### src/rtl/zsp_pkg.sv
package zsp_pkg;
  localparam int BX_W   = 4;
  localparam int CH_W   = 7;
  localparam int ADC_W  = 5;
  localparam int LEN_W  = 6;
  localparam int CNT_W  = LEN_W + 2;
  localparam int HIT_W  = CH_W + ADC_W;
  localparam int HDR_W  = BX_W + 2;
  localparam int WORD_W = HDR_W + LEN_W;
  localparam int BITS_W = $clog2(WORD_W + 1);
  localparam int DEPTH  = 2 ** LEN_W;
  localparam int MAXH   = DEPTH - 1;

  typedef enum logic [1:0] {K_EMPTY, K_NORMAL, K_TRUNC} kind_t;

  typedef struct packed {
    logic [BX_W-1:0]  bx;
    kind_t            kind;
    logic [LEN_W-1:0] len;
  } desc_t;
endpackage

### src/rtl/zsp_hitmem.sv
module zsp_hitmem #(
  parameter int DEPTH = 64,
  parameter int W     = 12,
  localparam int AW   = $clog2(DEPTH)
) (
  input  logic          clk,
  input  logic          wr_en_i,
  input  logic [AW-1:0] wr_addr_i,
  input  logic [W-1:0]  wr_data_i,
  input  logic [AW-1:0] rd_addr_i,
  output logic [W-1:0]  rd_data_o
);
  logic [W-1:0] mem_q [DEPTH];

  always_ff @(posedge clk) begin
    if (wr_en_i) mem_q[wr_addr_i] <= wr_data_i;
  end

  assign rd_data_o = mem_q[rd_addr_i];
endmodule

### src/rtl/zsp_collect.sv
module zsp_collect
  import zsp_pkg::*;
(
  input  logic             clk,
  input  logic             rst_n,
  input  logic [LEN_W-1:0] thr_i,
  input  logic             evt_valid_i,
  output logic             evt_ready_o,
  input  logic [BX_W-1:0]  evt_bx_i,
  input  logic             evt_nohit_i,
  input  logic             evt_full_i,
  input  logic             hit_valid_i,
  output logic             hit_ready_o,
  input  logic [HIT_W-1:0] hit_word_i,
  input  logic             hit_last_i,
  output logic             wr_en_o,
  output logic [LEN_W-1:0] wr_addr_o,
  output logic [HIT_W-1:0] wr_data_o,
  output logic             desc_valid_o,
  output desc_t            desc_o,
  input  logic             take_i,
  input  logic             end_i
);
  typedef enum logic [1:0] {C_WAIT, C_HITS, C_READY, C_SEND} cst_t;

  cst_t             st_q, st_d;
  logic [BX_W-1:0]  bx_q;
  logic             full_q, nohit_q;
  logic [LEN_W-1:0] thr_q;
  logic [CNT_W-1:0] cnt_q, cnt_d;
  logic             ld_en, hit_fire, cnt_en;
  logic             is_trunc;

  assign evt_ready_o = (st_q == C_WAIT);
  assign hit_ready_o = (st_q == C_HITS);
  assign ld_en       = evt_ready_o && evt_valid_i;
  assign hit_fire    = hit_ready_o && hit_valid_i;
  assign cnt_en      = ld_en || hit_fire;

  always_comb begin
    st_d  = st_q;
    cnt_d = cnt_q;
    case (st_q)
      C_WAIT: if (evt_valid_i) begin
        cnt_d = '0;
        st_d  = evt_nohit_i ? C_READY : C_HITS;
      end
      C_HITS: if (hit_valid_i) begin
        if (cnt_q != {CNT_W{1'b1}}) cnt_d = cnt_q + 1'b1;
        if (hit_last_i) st_d = C_READY;
      end
      C_READY: if (take_i) st_d = C_SEND;
      C_SEND:  if (end_i)  st_d = C_WAIT;
      default: st_d = C_WAIT;
    endcase
  end

  always_ff @(posedge clk or negedge rst_n) begin
    if (!rst_n) begin
      st_q    <= C_WAIT;
      bx_q    <= '0;
      full_q  <= 1'b0;
      nohit_q <= 1'b0;
      thr_q   <= '0;
      cnt_q   <= '0;
    end else begin
      st_q <= st_d;
      if (ld_en) begin
        bx_q    <= evt_bx_i;
        full_q  <= evt_full_i;
        nohit_q <= evt_nohit_i;
        thr_q   <= thr_i;
      end
      if (cnt_en) cnt_q <= cnt_d;
    end
  end

  assign wr_en_o   = hit_fire && (cnt_q < CNT_W'(MAXH));
  assign wr_addr_o = cnt_q[LEN_W-1:0];
  assign wr_data_o = hit_word_i;

  assign is_trunc     = full_q || (cnt_q > CNT_W'(thr_q));
  assign desc_valid_o = (st_q == C_READY);

  always_comb begin
    desc_o.bx = bx_q;
    if (nohit_q) begin
      desc_o.kind = K_EMPTY;
      desc_o.len  = '0;
    end else if (is_trunc) begin
      desc_o.kind = K_TRUNC;
      desc_o.len  = cnt_q[CNT_W-1:2];
    end else begin
      desc_o.kind = K_NORMAL;
      desc_o.len  = cnt_q[LEN_W-1:0];
    end
  end
endmodule

### src/rtl/zsp_serial.sv
module zsp_serial
  import zsp_pkg::*;
#(
  parameter logic [WORD_W-1:0] SYNC_PAT = 12'hAF0
) (
  input  logic             clk,
  input  logic             rst_n,
  input  logic             ser_ready_i,
  output logic             ser_valid_o,
  output logic             ser_bit_o,
  input  logic             desc_valid_i,
  input  desc_t            desc_i,
  output logic             take_o,
  output logic             end_o,
  output logic [LEN_W-1:0] rd_addr_o,
  input  logic [HIT_W-1:0] rd_data_i,
  input  logic             sync_req_i,
  output logic             sync_ack_o
);
  localparam logic [HDR_W-1:0] IDLE_PAT = {{BX_W{1'b0}}, 2'b11};
  localparam logic [LEN_W-1:0] PAD      = '0;

  logic              act_q, act_d;
  logic [WORD_W-1:0] sh_q, sh_d;
  logic [BITS_W-1:0] bits_q, bits_d;
  logic [LEN_W-1:0]  hits_q, hits_d;
  logic [LEN_W-1:0]  rd_q, rd_d;
  logic              evt_q, evt_d;
  logic              ack_q, ack_d;
  logic              fire, word_end, boundary, next_hit;

  assign fire     = act_q && ser_ready_i;
  assign word_end = fire && (bits_q == BITS_W'(1));
  assign next_hit = word_end && (hits_q != '0);
  assign boundary = !act_q || (word_end && (hits_q == '0));
  assign end_o    = act_q && evt_q && word_end && (hits_q == '0);

  always_comb begin
    act_d  = act_q;
    sh_d   = sh_q;
    bits_d = bits_q;
    hits_d = hits_q;
    rd_d   = rd_q;
    evt_d  = evt_q;
    ack_d  = 1'b0;
    take_o = 1'b0;
    if (fire) begin
      sh_d   = sh_q << 1;
      bits_d = bits_q - BITS_W'(1);
    end
    if (next_hit) begin
      sh_d   = rd_data_i;
      bits_d = BITS_W'(HIT_W);
      hits_d = hits_q - 1'b1;
      rd_d   = rd_q + 1'b1;
    end else if (boundary) begin
      act_d  = 1'b1;
      rd_d   = '0;
      hits_d = '0;
      evt_d  = 1'b0;
      if (sync_req_i) begin
        sh_d   = SYNC_PAT;
        bits_d = BITS_W'(WORD_W);
        ack_d  = 1'b1;
      end else if (desc_valid_i) begin
        evt_d  = 1'b1;
        take_o = 1'b1;
        case (desc_i.kind)
          K_NORMAL: begin
            sh_d   = {desc_i.bx, 2'b00, desc_i.len};
            bits_d = BITS_W'(WORD_W);
            hits_d = desc_i.len;
          end
          K_TRUNC: begin
            sh_d   = {desc_i.bx, 2'b01, desc_i.len};
            bits_d = BITS_W'(WORD_W);
          end
          default: begin
            sh_d   = {desc_i.bx, 2'b10, PAD};
            bits_d = BITS_W'(HDR_W);
          end
        endcase
      end else begin
        sh_d   = {IDLE_PAT, PAD};
        bits_d = BITS_W'(HDR_W);
      end
    end
  end

  always_ff @(posedge clk or negedge rst_n) begin
    if (!rst_n) begin
      act_q  <= 1'b0;
      sh_q   <= '0;
      bits_q <= '0;
      hits_q <= '0;
      rd_q   <= '0;
      evt_q  <= 1'b0;
      ack_q  <= 1'b0;
    end else begin
      act_q  <= act_d;
      sh_q   <= sh_d;
      bits_q <= bits_d;
      hits_q <= hits_d;
      rd_q   <= rd_d;
      evt_q  <= evt_d;
      ack_q  <= ack_d;
    end
  end

  assign ser_valid_o = act_q;
  assign ser_bit_o   = sh_q[WORD_W-1];
  assign rd_addr_o   = rd_q;
  assign sync_ack_o  = ack_q;
endmodule

### src/rtl/zsp_packet_enc.sv
module zsp_packet_enc
  import zsp_pkg::*;
#(
  parameter logic [WORD_W-1:0] SYNC_PAT = 12'hAF0
) (
  input  logic             clk,
  input  logic             rst_n,
  input  logic [LEN_W-1:0] thr_i,
  input  logic             evt_valid_i,
  output logic             evt_ready_o,
  input  logic [BX_W-1:0]  evt_bx_i,
  input  logic             evt_nohit_i,
  input  logic             evt_full_i,
  input  logic             hit_valid_i,
  output logic             hit_ready_o,
  input  logic [CH_W-1:0]  hit_chan_i,
  input  logic [ADC_W-1:0] hit_adc_i,
  input  logic             hit_last_i,
  input  logic             sync_req_i,
  output logic             sync_ack_o,
  output logic             ser_valid_o,
  input  logic             ser_ready_i,
  output logic             ser_bit_o
);
  logic [1:0]       rst_sh_q;
  logic             rst_s;
  logic             wr_en;
  logic [LEN_W-1:0] wr_addr, rd_addr;
  logic [HIT_W-1:0] wr_data, rd_data;
  logic             desc_valid, pkt_take, pkt_end;
  desc_t            desc;

  always_ff @(posedge clk or negedge rst_n) begin
    if (!rst_n) rst_sh_q <= 2'b00;
    else        rst_sh_q <= {rst_sh_q[0], 1'b1};
  end
  assign rst_s = rst_sh_q[1];

  zsp_collect u_col (
    .clk          (clk),
    .rst_n        (rst_s),
    .thr_i        (thr_i),
    .evt_valid_i  (evt_valid_i),
    .evt_ready_o  (evt_ready_o),
    .evt_bx_i     (evt_bx_i),
    .evt_nohit_i  (evt_nohit_i),
    .evt_full_i   (evt_full_i),
    .hit_valid_i  (hit_valid_i),
    .hit_ready_o  (hit_ready_o),
    .hit_word_i   ({hit_chan_i, hit_adc_i}),
    .hit_last_i   (hit_last_i),
    .wr_en_o      (wr_en),
    .wr_addr_o    (wr_addr),
    .wr_data_o    (wr_data),
    .desc_valid_o (desc_valid),
    .desc_o       (desc),
    .take_i       (pkt_take),
    .end_i        (pkt_end)
  );

  zsp_hitmem #(.DEPTH(DEPTH), .W(HIT_W)) u_mem (
    .clk       (clk),
    .wr_en_i   (wr_en),
    .wr_addr_i (wr_addr),
    .wr_data_i (wr_data),
    .rd_addr_i (rd_addr),
    .rd_data_o (rd_data)
  );

  zsp_serial #(.SYNC_PAT(SYNC_PAT)) u_ser (
    .clk          (clk),
    .rst_n        (rst_s),
    .ser_ready_i  (ser_ready_i),
    .ser_valid_o  (ser_valid_o),
    .ser_bit_o    (ser_bit_o),
    .desc_valid_i (desc_valid),
    .desc_i       (desc),
    .take_o       (pkt_take),
    .end_o        (pkt_end),
    .rd_addr_o    (rd_addr),
    .rd_data_i    (rd_data),
    .sync_req_i   (sync_req_i),
    .sync_ack_o   (sync_ack_o)
  );
endmodule

### config.mk
export PLATFORM = sky130hd
export DESIGN_NAME = zsp_packet_enc
export DESIGN_NICKNAME = d
export VERILOG_FILES = /design/src/rtl/zsp_pkg.sv /design/src/rtl/zsp_hitmem.sv /design/src/rtl/zsp_collect.sv /design/src/rtl/zsp_serial.sv /design/src/rtl/zsp_packet_enc.sv
export SDC_FILE = /design/constraint.sdc
export NUM_CORES = 1
export LEC_CHECK = 0
export ABC_AREA = 1
export BUFFER_PORTS_ARGS = -buffer_cell sky130_fd_sc_hd__buf_2
export CAP_MARGIN = 20
export CORE_UTILIZATION = 30
export CTS_BUF_LIST = sky130_fd_sc_hd__clkbuf_4 sky130_fd_sc_hd__clkbuf_8
export DETAILED_ROUTE_END_ITERATION = 10
export GPL_TIMING_DRIVEN = 0
export PLACE_DENSITY_LB_ADDON = 0.12
export SYNTH_ARGS = -nofsm -noshare
export SYNTH_HDL_FRONTEND = slang
export SYNTH_SLANG_ARGS = --single-unit
### constraint.sdc
create_clock -name clk -period 2.3 [get_ports clk]
set_input_delay 0.115 -clock clk [delete_from_list [all_inputs] [get_ports clk]]
set_output_delay 0.115 -clock clk [all_outputs]
set_load 0.02 [all_outputs]
==> results.cfg <==
[clock_network]
clk_path_buf_depth = 3
tritoncts = yes
cts_root_buf = clkbuf_8
path_clk_slew_ps = 70
htree_num_levels = 4
cts_made_buffers = 145
clk_latency_ps = 840
clock-sinks = 823

[power_and_ir_drop]
power_leakage_nw = 16.2
p_seq_share_pct = 47.2
ir_worst_vdd_mv = 0.515
switching_share_pct = 27.8
p_comb_share_pct = 15.1
power_mw = 35.6
power_density_nw_per_um2 = 795
p_int_mw = 25.7
p_sw_mw = 9.90
p_clk_share_pct = 37.6

[setup_path]
crit_chain = buf_12 > inv_8 > clkbuf_16 > buf_12 > buf_6 > nand2_1 > a21oi_1 > nor3_2 > nand2_2 > nand3_2 > nand3_2 > nand2_4 > nand2_2 > nand3_2 > nand2_1
r2r-start = u_ser.rd_addr_o[0]
reg2reg_setup_slack_ps = -150
reg2reg_to = u_ser.sh_q[2]
cp.arrival_ps = 3170
r2r_cells = 15
cp_slowest_cell = dfrtp_1
worstPathRequired_ps = 3020
start_kind = register
max_stage_delay_ps = 400
crit_path_max_fanout = 7
endpoint_kind = register
critPathKind = reg -> reg
cp_common_cell = nand3_2

[logic_synthesis]
synth_cells = 2881
synth.avg_cell_area_um2 = 11.8
yosysMostFrequentCell = nand2_1
synthFlopType = edfxtp_1
synth_top_area_share_pct = 67.7
synth_area_um2 = 34100
yosysTopAreaCell = edfxtp_1
synth-async-reset-ratio_pct = 6.68
synth_commonest_cells = nand2_1 (815), edfxtp_1 (768), nor2_1 (241)
yosysWarnings = 0
synth_area_leaders = edfxtp_1 (68%), nand2_1 (9.0%), dfrtp_1 (4.0%)
seq_area_frac_synth_pct = 71.7
synth_edf_count = 768
synth_cell_types = 42
ys_seq_elements = 823

[placed_design]
globalplace.congestion = 0.919
pre_cts_ws_ps = -1520
dpl.hpwl_mm = 92.6
port_buffers = 35
place_area_um2 = 36700

[cells_and_area]
post-route-util_pct = 39.8
layout-drive-gt1-share_pct = 28.3
fin_area_um2 = 44800
area_growth_pct = 31.4
num-nets-final = 3348
nFillCells = 10700

[hold_path]
hp-start = evt_bx_i[1]
hold_path_class = in -> reg
hold-path-cell-count = 4
holdPathEnd = u_col.bx_q[1]

[routing]
ant_nets = 0
routed_wl_mm = 137
wl_per_cell_um = 27.9
drt-pass1-iter-count = 5
vias = 25200
post_drt_via_cell_ratio = 5.13
drc_errors = 0
drtIter0Drc = 3075

[global_routing]
grt_max_degree = 65
antenna_found_initial = 8
track_usage_pct = 23.3
grt_pass1_vias = 24000
grt_pass1_wl_mm = 187
overflow = 0

[sta]
setup_slack_ps = -153
slew_violations = 0
fin_crit_sh_pct = 107
hold_violations = 0
tightest_slew_ps = 1120
grt_setup_unrepaired = yes
hold_ws_ps = 99.9
slew_headroom_pct = 25.0
period_needed_ps = 2450
clock_skew_ps = 50.3
setup_viol_count_final = 326
fmax_mhz = 408

[floorplan]
dieHeight_um = 339
die_w_um = 339
initial_core_util_pct = 30.3
die-area_um2 = 115000
core-area_um2 = 112000
rows = 123
io_pins = 36

[outcome]
outcome = finished with violations
violations = negative setup slack

[job]
maxCapViolations = 0
==> cell usage in the layout (no fill, tap or decap), types with 50 or more instances in the layout <==
cell type / count
edfxtp_1: 768
nand2_1: 752
nor2_1: 169
clkbuf_8: 155
a21oi_1: 147
nand3_1: 135
o21ai_0: 135
buf_4: 114
buf_12: 104
nor2_4: 65
clkbuf_4: 62
nand2_2: 59
buf_2: 52
buf_6: 50
dfrtp_1: 50
==> critical path: cells and delay by family, from the launching register on <==
kind,cells,cell delay (ps)
flip-flops,1,400
AO/OA/AOI/OAI,1,70
buffers and inverters,5,730
AND/OR/NAND/NOR,9,1080
==> metal layers <==
layer	GRT usage, %	up-vias	wire (µm)
li1	-	11100	-
met1	33.4	12800	60700
met2	35.6	1112	61200
met3	4.12	217	10800
met4	7.36	4	4480
met5	0	-	28
==> worst max path at each step <==
stage,start,endpoint,slack (ps),cells after the start
6_report,u_ser.rd_addr_o[0],u_ser.sh_q[2],-150,15
5_1_grt,u_col.st_q[1],u_mem.mem_q[51][11],-250,10
4_1_cts,u_col.cnt_q[1],u_mem.mem_q[18][3],-320,13
3_5_place_dp,u_col.cnt_q[1],u_mem.mem_q[1][3],-1520,8
3_3_place_gp,u_col.cnt_q[1],u_mem.mem_q[61][11],-1640,8
2_1_floorplan,u_col.st_q[1],u_mem.mem_q[19][0],-190,6
==> through the flow <==
| stage | setup TNS [ps] | std cells |
|---|---|---|
| after global routing | -75010 | 4912 |
| after global placement | -822930 | 4417 |
| after CTS | -108760 | 4847 |
| final | -16440 | 4913 |
| after detailed placement | -702110 | 4438 |
| after floorplan | -54820 | 2882 |
==> power by group through the flow <==
stage          sequential (mW)  combinational (mW)  clock [mW]
2_1_floorplan             17.1                2.19           0
3_3_place_gp              17.1                3.98           0
3_5_place_dp              17.1                4.07           0
4_1_cts                   16.8                4.52        13.6
5_1_grt                   16.8                5.67        14.2
6_report                  16.8                5.38        13.4
==> cells by family (layout without fill, tap and decap cells) <==
logic type      Yosys count  in the layout  synth area share, %
buf+inv                 229            758                 3.73
other cells               1              4               0.0110
fa+ha+maj                16             16                0.587
compound gates          478            478                 7.74
mux                       5              5                0.165
xor+xnor                  2              2               0.0514
flops                   823            823                 71.7
simple gates           1327           1327                 16.0
==> flip-flops by register name (all words and copies together), names as in the netlist, 4 cells and up <==
signal,flops
u_ser.hits_q,6
u_ser.rd_addr_o,6
u_ser.sh_q,12
u_ser.bits_q,4
u_col.thr_q,6
u_col.bx_q,4
u_col.cnt_q,8
u_mem.mem_q,768
==> layout make-up <==
| cell class | count | area [µm²] | share of cell area [%] |
|---|---|---|---|
| Timing Repair Buffer | 272 | 3390 | 7.57 |
| Timing Repair inverter | 1 | 11.3 | 0.0251 |
| Buffer | 164 | 1690 | 3.78 |
| Tap cell | 1500 | 1880 | 4.19 |
| Inverter | 64 | 304 | 0.679 |
| Multi-Input combinational cell | 1830 | 10200 | 22.9 |
| Sequential cell | 823 | 24400 | 54.6 |
| Clock buffer | 203 | 2490 | 5.56 |
| Antenna cell | 2 | 5.00 | 0.0112 |
| Clock inverter | 54 | 322 | 0.718 |
==> what timing repair did <==
| action | 4_1_cts | 5_1_grt |
|---|---|---|
| pin swaps | 61 | 107 |
| buffers inserted | 109 | 51 |
| hold buffers | 41 | 3 |
| resized for setup | 275 | 425 |
| endpoints found under the hold margin | 543 | 192 |
| setup endpoints to repair | 780 | 799 |
| gates cloned | 3 | 10 |
Power figures use the tool's default switching activity.
